**src/rtl/qdac_pkg.sv**
```systemverilog
package qdac_pkg;

    localparam int unsigned DEF_ADDR_W = 2;
    localparam int unsigned DEF_PAD_W  = 2;
    localparam int unsigned DEF_CODE_W = 12;
    localparam int unsigned DEF_SYNC   = 2;

    // Pin bundle carried through the synchronizer
    typedef struct packed {
        logic clr_mid;
        logic clr_n;
        logic ldac_n;
        logic sdin;
        logic cs_n;
        logic sclk;
    } pins_t;

    localparam pins_t PINS_IDLE = '{clr_mid: 1'b0, clr_n: 1'b1, ldac_n: 1'b1,
                                    sdin: 1'b0, cs_n: 1'b1, sclk: 1'b1};

    // Action taken by the channel bank in one cycle
    typedef enum logic [1:0] {
        CMD_HOLD  = 2'd0,
        CMD_LOAD  = 2'd1,
        CMD_CLEAR = 2'd2
    } bank_cmd_e;

    // Effective shift clock: select gates the serial clock high
    function automatic logic shift_clock(pins_t p);
        return p.sclk | p.cs_n;
    endfunction

endpackage

```
**src/rtl/qdac_sync.sv**
```systemverilog
module qdac_sync #(
    parameter int          W       = 6,
    parameter int          STAGES  = 2,
    parameter logic [W-1:0] RST_VAL = '0
) (
    input  logic         clk,
    input  logic         rst,
    input  logic [W-1:0] d,
    output logic [W-1:0] q
);
    logic [STAGES-1:0][W-1:0] stage;

    always_ff @(posedge clk) begin
        if (rst) begin
            stage <= {STAGES{RST_VAL}};
        end else begin
            stage[0] <= d;
            for (int i = 1; i < STAGES; i++) begin
                stage[i] <= stage[i-1];
            end
        end
    end

    assign q = stage[STAGES-1];
endmodule

```
**src/rtl/qdac_shifter.sv**
```systemverilog
module qdac_shifter #(
    parameter int FRAME_W = 16
) (
    input  logic               clk,
    input  logic               rst,
    input  logic               shift_clk_s,
    input  logic               sdin_s,
    input  logic               ldac_n_s,
    output logic [FRAME_W-1:0] shreg,
    output logic               proto_err
);
    logic shift_clk_q;
    logic shift_rise;

    assign shift_rise = shift_clk_s & ~shift_clk_q;

    always_ff @(posedge clk) begin
        if (rst) begin
            shift_clk_q <= 1'b1;
            shreg       <= '0;
            proto_err   <= 1'b0;
        end else begin
            shift_clk_q <= shift_clk_s;
            proto_err   <= shift_rise & ~ldac_n_s;
            if (shift_rise) begin
                shreg <= {shreg[FRAME_W-2:0], sdin_s};
            end
        end
    end

    AST_SHIFT_HOLD: assert property (@(posedge clk) disable iff (rst)
        !shift_rise |=> $stable(shreg));

    AST_SHIFT_ENTRY: assert property (@(posedge clk) disable iff (rst)
        shift_rise |=> (shreg[0] == $past(sdin_s)));

    AST_ERR_CAUSE: assert property (@(posedge clk) disable iff (rst)
        proto_err |-> $past(!ldac_n_s));
endmodule

```
**src/rtl/qdac_regbank.sv**
```systemverilog
module qdac_regbank
    import qdac_pkg::*;
#(
    parameter int ADDR_W = 2,
    parameter int CODE_W = 12,
    localparam int NCH   = 1 << ADDR_W
) (
    input  logic                        clk,
    input  logic                        rst,
    input  logic                        ldac_n_s,
    input  logic                        clr_n_s,
    input  logic                        clr_mid_s,
    input  logic [ADDR_W-1:0]           addr,
    input  logic [CODE_W-1:0]           code,
    output logic [NCH-1:0][CODE_W-1:0]  regs
);
    localparam logic [CODE_W-1:0] MID_CODE = CODE_W'(1) << (CODE_W - 1);

    logic      ldac_q;
    logic      load_edge;
    bank_cmd_e cmd;

    assign load_edge = ldac_q & ~ldac_n_s;

    // Clear outranks a coincident load
    always_comb begin
        if (!clr_n_s)       cmd = CMD_CLEAR;
        else if (load_edge) cmd = CMD_LOAD;
        else                cmd = CMD_HOLD;
    end

    always_ff @(posedge clk) begin
        if (rst) begin
            ldac_q <= 1'b1;
            regs   <= '0;
        end else begin
            ldac_q <= ldac_n_s;
            for (int ch = 0; ch < NCH; ch++) begin
                case (cmd)
                    CMD_CLEAR: regs[ch] <= clr_mid_s ? MID_CODE : '0;
                    CMD_LOAD:  if (addr == ADDR_W'(ch)) regs[ch] <= code;
                    default:   ;
                endcase
            end
        end
    end

    for (genvar g = 0; g < NCH; g++) begin : g_chk
        AST_CLEAR_VALUE: assert property (@(posedge clk) disable iff (rst)
            !clr_n_s |=> (regs[g] == ($past(clr_mid_s) ? MID_CODE : '0)));

        AST_LOAD_TARGET: assert property (@(posedge clk) disable iff (rst)
            (clr_n_s && load_edge && addr == ADDR_W'(g)) |=> (regs[g] == $past(code)));

        AST_OTHERS_KEEP: assert property (@(posedge clk) disable iff (rst)
            (clr_n_s && !(load_edge && addr == ADDR_W'(g))) |=> $stable(regs[g]));
    end
endmodule

```
**src/rtl/qdac_serial_front.sv**
```systemverilog
module qdac_serial_front
    import qdac_pkg::*;
#(
    parameter int ADDR_W      = DEF_ADDR_W,
    parameter int PAD_W       = DEF_PAD_W,
    parameter int CODE_W      = DEF_CODE_W,
    parameter int SYNC_STAGES = DEF_SYNC,
    localparam int FRAME_W    = ADDR_W + PAD_W + CODE_W,
    localparam int NCH        = 1 << ADDR_W
) (
    input  logic                    clk,
    input  logic                    rst,
    input  logic                    sclk,
    input  logic                    sdin,
    input  logic                    cs_n,
    input  logic                    ldac_n,
    input  logic                    clr_n,
    input  logic                    clr_mid,
    output logic [NCH*CODE_W-1:0]   dac_codes,
    output logic                    proto_err
);
    localparam int PINS_W = $bits(pins_t);

    pins_t raw_pins;
    pins_t syn_pins;
    logic [FRAME_W-1:0]          shreg;
    logic [NCH-1:0][CODE_W-1:0]  regs;
    logic [PAD_W-1:0]            unused_pad_bits;

    assign raw_pins = '{clr_mid: clr_mid, clr_n: clr_n, ldac_n: ldac_n,
                        sdin: sdin, cs_n: cs_n, sclk: sclk};

    qdac_sync #(
        .W       (PINS_W),
        .STAGES  (SYNC_STAGES),
        .RST_VAL (PINS_IDLE)
    ) u_sync (
        .clk (clk),
        .rst (rst),
        .d   (raw_pins),
        .q   (syn_pins)
    );

    qdac_shifter #(
        .FRAME_W (FRAME_W)
    ) u_shifter (
        .clk         (clk),
        .rst         (rst),
        .shift_clk_s (shift_clock(syn_pins)),
        .sdin_s      (syn_pins.sdin),
        .ldac_n_s    (syn_pins.ldac_n),
        .shreg       (shreg),
        .proto_err   (proto_err)
    );

    assign unused_pad_bits = shreg[CODE_W +: PAD_W];

    qdac_regbank #(
        .ADDR_W (ADDR_W),
        .CODE_W (CODE_W)
    ) u_bank (
        .clk       (clk),
        .rst       (rst),
        .ldac_n_s  (syn_pins.ldac_n),
        .clr_n_s   (syn_pins.clr_n),
        .clr_mid_s (syn_pins.clr_mid),
        .addr      (shreg[FRAME_W-1 -: ADDR_W]),
        .code      (shreg[CODE_W-1:0]),
        .regs      (regs)
    );

    for (genvar g = 0; g < NCH; g++) begin : g_out
        assign dac_codes[g*CODE_W +: CODE_W] = regs[g];
    end

    AST_RESET_STATE: assert property (@(posedge clk)
        rst |=> (dac_codes == '0 && !proto_err));
endmodule

```
**config.mk**
```make
export PLATFORM = sky130hd
export DESIGN_NAME = qdac_serial_front
export DESIGN_NICKNAME = d
export VERILOG_FILES = /design/src/rtl/qdac_pkg.sv /design/src/rtl/qdac_sync.sv /design/src/rtl/qdac_shifter.sv /design/src/rtl/qdac_regbank.sv /design/src/rtl/qdac_serial_front.sv
export SDC_FILE = /design/constraint.sdc
export NUM_CORES = 1
export LEC_CHECK = 0
export BUFFER_PORTS_ARGS = -buffer_cell sky130_fd_sc_hd__buf_2
export CELL_PAD_IN_SITES_DETAIL_PLACEMENT = 0
export CELL_PAD_IN_SITES_GLOBAL_PLACEMENT = 1
export CORE_UTILIZATION = 35
export DETAILED_ROUTE_END_ITERATION = 7
export PLACE_DENSITY = 0.69
export SETUP_SLACK_MARGIN = 0.02
export SYNTH_ARGS = -nofsm -noshare
export SYNTH_HDL_FRONTEND = slang
export SYNTH_SLANG_ARGS = --single-unit
```
**constraint.sdc**
```tcl
create_clock -name clk -period 1.7 [get_ports clk]
set_input_delay 0.34 -clock clk [delete_from_list [all_inputs] [get_ports clk]]
set_output_delay 0.34 -clock clk [all_outputs]
set_load 0.01 [all_outputs]
```
# After elaboration in Yosys (flattened, before gate mapping)

Index checks and enable logic that the tools add are counted.

Bits in registers: 79
Word-level logic and storage cells: 42
Input port bits: 8
Output and inout port bits: 49

Mux-type cells: 11
Bitwise logic cells: 6
Equality and inequality tests: 9
Reductions and logical operators: 6

Operators with widths:

| cell                                                   | number |
|---|---|
| one-hot mux 12 bit (2 select lines)                    | 4 |
| two-way mux 12 bit                                     | 5 |
| inequality test 2 x 1 -> 1 bit (second input constant) | 4 |
| AND reduction 2 bit                                    | 4 |
| equality test 2 bit (second input constant)            | 3 |
| equality test 2 x 1 -> 1 bit (second input constant)   | 2 |
| AND 1 bit                                              | 3 |
| logical NOT 2 bit                                      | 1 |
| two-way mux 2 bit                                      | 1 |
| NOT 1 bit                                              | 2 |
| nonzero test 2 bit                                     | 1 |
| two-way mux 1 bit                                      | 1 |
| OR 1 bit                                               | 1 |

# Longest topological paths before layout

Gate-level depths: netlist of the first run.

Depth after elaboration: 7
Depth in mapped cells: 5

# Cells and area by module

From an unflattened synthesis of the first run, not the netlist that was laid out.

Cell total of the unflattened synthesis: 217
Area, all modules: 2,712.6 um^2

Modules (own cells, without submodules):

| module            | times used | area an instance (um^2) | cells an instance | sequential area each (um^2) |
|---|---|---|---|---|
| qdac_regbank      | 1          | 1,632.8                 | 126               | 980.9 |
| qdac_shifter      | 1          | 699.4                   | 59                | 360.3 |
| qdac_sync         | 1          | 374.1                   | 31                | 240.2 |
| qdac_serial_front | 1          | 6.3                     | 1                 | 0.0 |

# Least setup slack after synthesis of the first run

No wires, ideal clock.

Path type: reg-to-reg
Start point: register u_shifter.shreg[14]
End point: register u_bank.regs[24] in the netlist's numbering
Stages on the path, launching flop included: 6
Library setup time: 0.117 ns
Arrival: 1.162 ns
Path slack: 0.421 ns
Required time: 1.583 ns
Buffers on the path: 2
Path through: dfxtp_1 buf_4 and4bb_2 nor2_1 buf_2 a22o_1

Word-level cells in the longest chain between the ends: 3

RTL lines:

| what                                     | RTL line           | text |
|---|---|---|
| start, declared                          | qdac_shifter.sv:9  | `output logic [FRAME_W-1:0] shreg,` |
| start signal, assigned                   | qdac_shifter.sv:26 | `shreg <= {shreg[FRAME_W-2:0], sdin_s};` |
| equality test 2 bit                      | qdac_regbank.sv:41 | `CMD_LOAD: if (addr == ADDR_W'(ch)) regs[ch] <= code;` |
| inequality test 2 x 1 -> 1 bit (no line) | -                  |  |
| AND reduction 2 bit (no line)            | -                  |  |
| end signal, assigned by index            | qdac_regbank.sv:40 | `CMD_CLEAR: regs[ch] <= clr_mid_s ? MID_CODE : '0;` |
| end signal, assigned by index            | qdac_regbank.sv:41 |  |
| end, declared                            | qdac_regbank.sv:15 | `output logic [NCH-1:0][CODE_W-1:0] regs` |

Every way passes these cells.
A chain may end at the register's enable or synchronous reset.

# Worst setup path in the final report of the first run

Start point: register u_sync.stage, in the netlist u_sync.q[3]
End point: register u_bank.regs[14] in the netlist's numbering

Word-level cells in the longest chain between the ends: 7
Elaborated cells between the ends (all ways): 10

RTL lines:

| what                                                                           | RTL line           | text |
|---|---|---|
| start, declared                                                                | qdac_sync.sv:11    | `logic [STAGES-1:0][W-1:0] stage;` |
| start signal, assigned                                                         | qdac_sync.sv:15    | `stage <= {STAGES{RST_VAL}};` |
| start signal, assigned by index                                                | qdac_sync.sv:19    | `stage[i] <= stage[i-1];` |
| NOT 1 bit *                                                                    | qdac_regbank.sv:23 | `assign load_edge = ldac_q & ~ldac_n_s;` |
| AND 1 bit *                                                                    | qdac_regbank.sv:23 |  |
| two-way mux 1 bit *                                                            | qdac_regbank.sv:28 | `else if (load_edge) cmd = CMD_LOAD;` |
| two-way mux 2 bit *                                                            | qdac_regbank.sv:27 | `if (!clr_n_s) cmd = CMD_CLEAR;` |
| equality test 2 x 1 -> 1 bit or equality test 2 bit (tied branches)            | qdac_regbank.sv:39 | `case (cmd)` |
| inequality test 2 x 1 -> 1 bit (no line) or nonzero test 2 bit (tied branches) | -                  |  |
| AND reduction 2 bit (no line)                                                  | -                  |  |

Every way passes the cells marked *; elsewhere a longest branch is shown, timed or not.

==> flow_summary.ini, run 1 <==
[outcome]
outcome = finished, final reports clean

[clocking]
cts_buffer_depth = 2
path_clk_slew_ns = 0.08
cts.repair.resized = 2
postCtsHoldBufs = 0
htreeDepth = 3
cts_tree = built
clock_insertion_delay_worst_skew_ns = 0.34
numCtsBuffers = 9
post_cts_buffers = 0
cts_root_buf = clkbuf_8
cts.sinks = 79

[hold_path]
holdCritPathClass = in -> reg
min_path_cells = 2

[finish]
layout_commonest_cell = dfxtp_1
mostFrequentLayoutCells = dfxtp_1, buf_2, a22o_1
nNetsFinal = 296
diodes = 0
area_growth_pct = 24.4
fin_area_um2 = 3210
drive_gt1_frac = 0.345
utilization = 0.462

[critical_path]
criticalPathCategory = reg -> reg
cp-endpoint = u_bank.regs[14]
required_ns = 1.98
cp-start-kind = flip-flop
cp.arrival_ns = 1.76
crit_fanout = 11
r2r_end = u_bank.regs[14]
worstSetupEndpointType = flip-flop
worstReg2RegStart = u_sync.q[3]
r2r_cells = 3
reg2reg_slack_ns = 0.22
cp-startpoint = u_sync.q[3]

[timing]
tightest_slew_ns = 0.798
setup_viol = 0
fin_crit_sh = 0.869
rsz0062_at_grt = no
slew_headroom = 0.466
finalCriticalPeriod_ns = 1.48
clock_skew_ns = 0.00682
hold_slack_ns = 0.175
drv_slew = 0
worst_slack_ns = 0.223
max_freq_mhz = 677
hold_viol_final = 0

[power]
p_seq_frac = 0.531
total_power_mw = 3.53
switching_share = 0.204
cellPowerDensity_nw_per_um2 = 1100
p_sw_mw = 0.721
p_leak_nw = 1.37
clock_power_share = 0.444
peakVddDrop_uv = 564
p_int_mw = 2.81
p_comb_frac = 0.025

[floorplan]
die-area_um2 = 7710
initial_core_util = 0.371
io_pins = 57
die_h_um = 87.8
rows = 30
fp.coreArea_um2 = 6940
fp.dieW_um = 87.8

[placement]
pre_cts_ws_ns = -0.0190
place_congestion = 0.739
postPlaceCellArea_um2 = 2970
place_hpwl_um = 3790
portBuffers = 56

[global_route]
grt.overflow.total = 0
antenna_found_initial = 0
grt_pass1_vias = 1690
grt_usage = 0.159
grt_pass1_wl_um = 8980
grt_max_degree = 32

[route]
vias = 1856
wire_per_inst_um = 14.5
drt_iter0_markers = 100
drtPass1Iterations = 4
totalWireLength_um = 5630
avgViaCountPerCell = 4.77
drc = 0
postRouteAntennaNets = 0

[synth]
synth_top_cell_by_area = dfxtp_1
synth.area.top_cells = dfxtp_1, a22o_1, nand2_1
yosysWarnings = 0
avgSynthCellArea_um2 = 11.3
ys_types = 22
synth_top_area_frac = 0.614
syn_nets = 236
synth-seq-cells = 79
synthCells = 228
synthesis.area_um2 = 2580
ys_seq_area_frac = 0.614

[job]
cap_violations = 0
[synth_stat cells]
master	count
a21oi_1	20
a22o_1	44
and4bb_2	2
buf_2	9
buf_4	2
clkbuf_1	5
dfxtp_1	79
mux2i_1	4
nand2_1	33
nand2b_1	1
nand4b_1	1
nand4bb_4	1
nor2_1	5
nor2b_1	5
nor3_2	1
nor3b_2	2
nor4b_4	1
o21ba_2	1
o21bai_1	1
o21bai_2	1
or2_2	9
or3_1	1
[cells by family after synthesis]
| logic type | count (synthesis) | share of synthesized area |
|---|---|---|
| flip-flops | 79 | 0.614 |
| AO/OA/AOI/OAI | 67 | 0.200 |
| AND/OR/NAND/NOR | 62 | 0.141 |
| buffers and inverters | 16 | 0.0306 |
| multiplexers | 4 | 0.0155 |
[power groups by stage]
stage          Combinational, mW  Sequential [mW]  Clock [mW]
2_1_floorplan             0.0572             1.92           0
3_3_place_gp              0.0884             1.92           0
3_5_place_dp              0.0895             1.92           0
4_1_cts                   0.0905             1.88        1.60
5_1_grt                   0.0971             1.88        1.71
6_report                  0.0894             1.88        1.57
[per-stage QoR]
stage	setup TNS, ns	std cells
finish	0	389
global route	0	389
CTS	0	389
detailed placement	-0.0232	373
global placement	-0.0000664	373
floorplan	0	228
[final cells by class]
cell class / count / area, um^2
Clock inverter: 4 / 76.3
Tap cell: 96 / 120
Timing Repair Buffer: 65 / 348
Fill cell: 671 / 3740
Clock buffer: 12 / 155
Multi-Input combinational cell: 133 / 925
Sequential cell: 79 / 1580
[critical path, stage by stage, from the launching register on]
cell      delay, ns
dfxtp_1        0.45
and4bb_2       0.30
nor2_2         0.45
a22o_1         0.22
[registers in the layout, indices dropped and copies added, names as in the netlist]
signal                 count
u_bank.regs               48
u_shifter.shreg           16
u_sync.q                   6
u_sync.stage               6
u_bank.ldac_q              1
u_shifter.proto_err        1
u_shifter.shift_clk_q      1
[worst min-delay path by stage]
stage,endpoint,start,slack (ns)
after CTS,u_sync.stage[4],clr_n,0.16
after global placement,u_sync.q[3],u_sync.stage[3],0.39
after detailed placement,u_sync.q[3],u_sync.stage[3],0.40
after global routing,u_sync.stage[4],clr_n,0.15
final,u_sync.stage[4],clr_n,0.18
after floorplan,u_sync.q[0],u_sync.stage[0],0.39
[routing by layer]
layer  wire, um  global-route usage
met1       2800               0.214
met2       2490               0.235
met3        290              0.0613
met4         49              0.0492
met5          0                   0
(Power assumes the default switching activity.)
==> inputs of run 2 (changes only) <==
- clock period: 1.7 -> 1.5 ns (I/O delays scaled with it)
==> flow_summary.ini, run 2 (synthesized netlist as in run 1, its figures left out) <==
[power]
total_power_mw = 3.69
cellPowerDensity_nw_per_um2 = 1150
switching_share = 0.236
p_sw_mw = 0.870
p_leak_nw = 1.37
clock_power_share = 0.394
p_comb_frac = 0.030
p_int_mw = 2.82
p_seq_frac = 0.576
peakVddDrop_uv = 508

[global_route]
grt.met3_usage = 0.0452
grt.overflow.total = 0
grt_use_met2 = 0.239
grt_pass1_wl_um = 9090
grt_usage = 0.159
use_met1 = 0.215
grt-busiest-layer = met2
grt_pass1_vias = 1771
grt_max_degree = 27
antenna_found_initial = 0

[route]
drtPass1Iterations = 4
wire_per_inst_um = 14.5
avgViaCountPerCell = 4.81
vias = 1896
postRouteAntennaNets = 0
drc = 0
drt_iter0_markers = 83
totalWireLength_um = 5730

[timing]
hold_slack_ns = 0.130
rsz0062_at_grt = yes
max_freq_mhz = 728
tightest_slew_ns = 0.446
drv_slew = 0
clock_skew_ns = 0.00991
hold_viol_final = 0
slew_headroom = 0.701
fin_crit_sh = 0.916
setup_viol = 0
finalCriticalPeriod_ns = 1.37

[floorplan]
die_h_um = 87.8
die-area_um2 = 7710
rows = 30
io_pins = 57
fp.coreArea_um2 = 6940
initial_core_util = 0.371
fp.dieW_um = 87.8

[clocking]
cts_tree = built
cts_root_buf = clkbuf_8
cts.sinks = 79
path_clk_slew_ns = 0.08
numCtsBuffers = 9
clock_insertion_delay_worst_skew_ns = 0.34
htreeDepth = 3
postCtsHoldBufs = 0
cts_buffer_depth = 2

[job]
cap_violations = 0

[placement]
place_congestion = 0.744
place_hpwl_um = 3790
portBuffers = 56

[critical_path]
cp-start-kind = flip-flop
path_delay_family = flip-flops
path_buf_inv = 2
criticalPathCategory = reg -> reg
cpMaxStageDelayCell = dfxtp_1
path_cells = buf_12 -> nor4b_4 -> buf_4 -> mux2i_1 -> a21oi_1
cp.arrival_ns = 1.60
worstSetupEndpointType = flip-flop
crit_fanout = 8
critPathMaxStageDelay_ns = 0.35
required_ns = 1.73

[finish]
largest_reg_flops = 48
nNetsFinal = 301
diodes = 0
top_regs = u_bank.regs x48, u_shifter.shreg x16
utilization = 0.464
top_register = u_bank.regs
mostFrequentLayoutCells = dfxtp_1, buf_2, a22o_1
fillers = 672
layout_commonest_cell = dfxtp_1
area_growth_pct = 25.1
drive_gt1_frac = 0.362

[hold_path]
holdCritPathClass = in -> reg

[outcome]
outcome = finished, final reports clean
run 2: timing repair:
item                       CTS  global route
buffers inserted             0             0
setup endpoints to repair   44            25
gates resized for setup      4             4
run 2: area by class of cell:
type | count | area [um^2] | share of cell area
clock inverter | 5 | 38.8 | 0.0120
multi-input combinational | 133 | 945 | 0.293
clock buffer | 11 | 141 | 0.0438
timing repair buffer | 70 | 398 | 0.123
tap | 96 | 120 | 0.0373
sequential | 79 | 1580 | 0.490
run 2: metrics by stage:
step / instances / setup WS, ns / TNS (ns) / area, um^2
after floorplan: 228 / 0.221 / 0 / 2580
after global placement: 378 / -0.214 / -5.31 / 3020
after detailed placement: 378 / -0.211 / -5.46 / 3020
after CTS: 394 / 0.0249 / 0 / 3210
after global routing: 394 / 0.0115 / 0 / 3220
final: 394 / 0.126 / 0 / 3220
run 2: final timing paths:
check | start | end | slack (ns) | cells past startpoint
max reg2reg | u_shifter.shreg[14] | u_bank.regs[11] | 0.13 | 5
min reg2reg | u_sync.stage[0] | u_sync.q[0] | 0.41 | 1
max | u_shifter.shreg[14] | u_bank.regs[11] | 0.13 | 5
min | cs_n | u_sync.stage[1] | 0.13 | 2
run 2: worst register-to-register path: stages (launching register included):
cell,delay [ns]
dfxtp_1,0.35
buf_12,0.15
nor4b_4,0.35
buf_4,0.18
mux2i_1,0.16
a21oi_1,0.08
run 2: power by group through the flow:
stage / Sequential [mW] / Combinational (mW) / Clock [mW]
6_report: 2.13 / 0.110 / 1.46
5_1_grt: 2.13 / 0.121 / 1.59
4_1_cts: 2.13 / 0.107 / 1.49
3_5_place_dp: 2.18 / 0.104 / 0
3_3_place_gp: 2.18 / 0.104 / 0
2_1_floorplan: 2.18 / 0.0649 / 0
run 2: metal layers:
layer	wire length, um	share of wire
met1	2830	0.49
met2	2510	0.44
met3	306	0.053
met4	78	0.014
met5	0	0
==> inputs of run 3 (changes only) <==
- ABC_AREA: not set -> 1
- PLACE_DENSITY: 0.69 -> 0.7
- SLEW_MARGIN: not set -> 20
==> flow_summary.ini, run 3 <==
[outcome]
outcome = finished, final reports clean

[finish]
layout_commonest_cell = dfxtp_1
largest_reg_flops = 48
top_register = u_bank.regs
fin_area_um2 = 3620
top_regs = u_bank.regs x48, u_shifter.shreg x16
nNetsFinal = 418
fillers = 889
drive_gt1_frac = 0.252
utilization = 0.434
mostFrequentLayoutCells = dfxtp_1, a21oi_1, nand2_1, buf_2, nand3_1
area_growth_pct = 18.0
diodes = 0

[critical_path]
r2r_cells = 6
cp.arrival_ns = 1.58
critPathMaxStageDelay_ns = 0.34
cp-start-kind = flip-flop
crit_fanout = 12
worst_path_most_repeated_cell = nand2_1
cpMaxStageDelayCell = dfxtp_1
criticalPathCategory = reg -> reg
required_ns = 1.79
reg2reg_slack_ns = 0.21
path_cells = inv_1 -> nor2_4 -> nand2_1 -> nand3_1 -> nand2_1 -> nor2_1
worstSetupEndpointType = flip-flop

[route]
vias = 2492
wire_per_inst_um = 14.3
postRouteAntennaNets = 0
drtPass1Iterations = 4
totalWireLength_um = 7390
avgViaCountPerCell = 4.81
drt_iter0_markers = 131
drc = 0

[clocking]
cts.sinks = 79
clock_insertion_delay_worst_skew_ns = 0.35
cts_tree = built
post_cts_buffers = 0
cts.repair.resized = 0
path_clk_slew_ns = 0.08
cts_buffer_depth = 2
htreeDepth = 3
numCtsBuffers = 9
postCtsHoldBufs = 0
cts_root_buf = clkbuf_8

[global_route]
grt_pass1_vias = 2371
antenna_found_initial = 0
grt.overflow.total = 0
grt_pass1_wl_um = 11900
grt_max_degree = 51
grt_usage = 0.178

[synth]
synthCells = 359
yosysWarnings = 0
ys_types = 22
ys_seq_area_frac = 0.515
synthesis.area_um2 = 3070
synth_top_cell_by_area = dfxtp_1
synth-seq-cells = 79
avgSynthCellArea_um2 = 8.55
syn_nets = 367
synth_ff_type = dfxtp_1
synthMostInstantiatedCell = dfxtp_1
synth_top_area_frac = 0.515
synth-async-reset-ratio = 0
synth_edf_count = 0
synth.area.top_cells = dfxtp_1, a21oi_1, nand3_1
synth.top_cells.by_count = dfxtp_1, a21oi_1, nand2_1

[timing]
setup_viol = 0
hold_slack_ns = 0.121
tightest_slew_ns = 0.490
hold_viol_final = 0
drv_slew = 0
rsz0062_at_grt = no
clock_skew_ns = 0.00907
finalCriticalPeriod_ns = 1.29
max_freq_mhz = 777
finalSetupTns_ns = 0
fin_crit_sh = 0.858
slew_headroom = 0.674

[power]
clock_power_share = 0.421
p_sw_mw = 0.881
peakVddDrop_uv = 546
total_power_mw = 3.97
p_seq_frac = 0.537
cellPowerDensity_nw_per_um2 = 1100
p_leak_nw = 1.68
p_comb_frac = 0.041
p_int_mw = 3.09
switching_share = 0.222

[placement]
portBuffers = 56
place_congestion = 0.743
postPlaceCellArea_um2 = 3420
place_hpwl_um = 4850

[floorplan]
io_pins = 57
initial_core_util = 0.368
die_h_um = 95.6
fp.coreArea_um2 = 8340
fp.dieW_um = 95.6
die-area_um2 = 9150
rows = 33

[hold_path]
holdCritPathClass = in -> reg
min_path_cells = 2

[job]
cap_violations = 0
==> run 3: cell types whose count changed in the layout (fill, tap and decap cells not counted), sizes merged, moves of 4 or more <==
cell	delta
nand2	+24
o21ai	+16
buf	-4
mux2i	-4
nand3	+49
a22o	-44
nor2b	-5
inv	+23
nor2	+29
a21oi	+42
==> run 3: cells by family (layout without fill, tap and decap cells) <==
| logic type | count (synthesis) | in the layout | share of synthesized area |
|---|---|---|---|
| buffers and inverters | 52 | 106 | 0.0836 |
| flip-flops | 79 | 79 | 0.515 |
| AO/OA/AOI/OAI | 79 | 79 | 0.130 |
| AND/OR/NAND/NOR | 149 | 149 | 0.272 |
==> run 3: worst paths after layout <==
check                  start         endpoint
max            u_bank.ldac_q  u_bank.regs[11]
min                     cs_n  u_sync.stage[1]
max reg2reg    u_bank.ldac_q  u_bank.regs[11]
min reg2reg  u_sync.stage[5]      u_sync.q[5]
==> run 3: per-stage QoR <==
step	setup slack, ns	cells
2_1_floorplan	0.409	359
3_3_place_gp	0.252	504
3_5_place_dp	0.230	504
4_1_cts	0.213	518
5_1_grt	0.0326	518
6_report	0.213	518
==> run 3: worst max-delay path: cells and delay by family (launching register included) <==
family        cells  cell delay [ns]
simple gates      5             0.83
flops             1             0.34
buf+inv           1             0.07
==> run 3: area by class of cell <==
class / count / area, um^2 / area share
sequential: 79 / 1580 / 0.437
multi-input combinational: 228 / 1230 / 0.340
timing repair buffer: 66 / 380 / 0.105
tap: 105 / 131 / 0.0363
clock buffer: 10 / 128 / 0.0352
inverter: 26 / 97.6 / 0.0269
clock inverter: 4 / 72.6 / 0.0200
==> run 3: layer usage <==
metal / share of wire / vias to the layer above / GRT usage
li1: - / 1273 / -
met1: 0.48 / 1162 / 0.234
met2: 0.45 / 50 / 0.279
met3: 0.051 / 7 / 0.0510
met4: 0.012 / 0 / 0.0560
met5: 0 / - / 0
==> run 3: power by group through the flow <==
stage	logic, mW	registers, mW	clock network, mW
detailed placement	0.166	2.18	0
global route	0.184	2.14	1.81
global placement	0.166	2.18	0
CTS	0.167	2.13	1.71
floorplan	0.122	2.18	0
finish	0.164	2.13	1.67
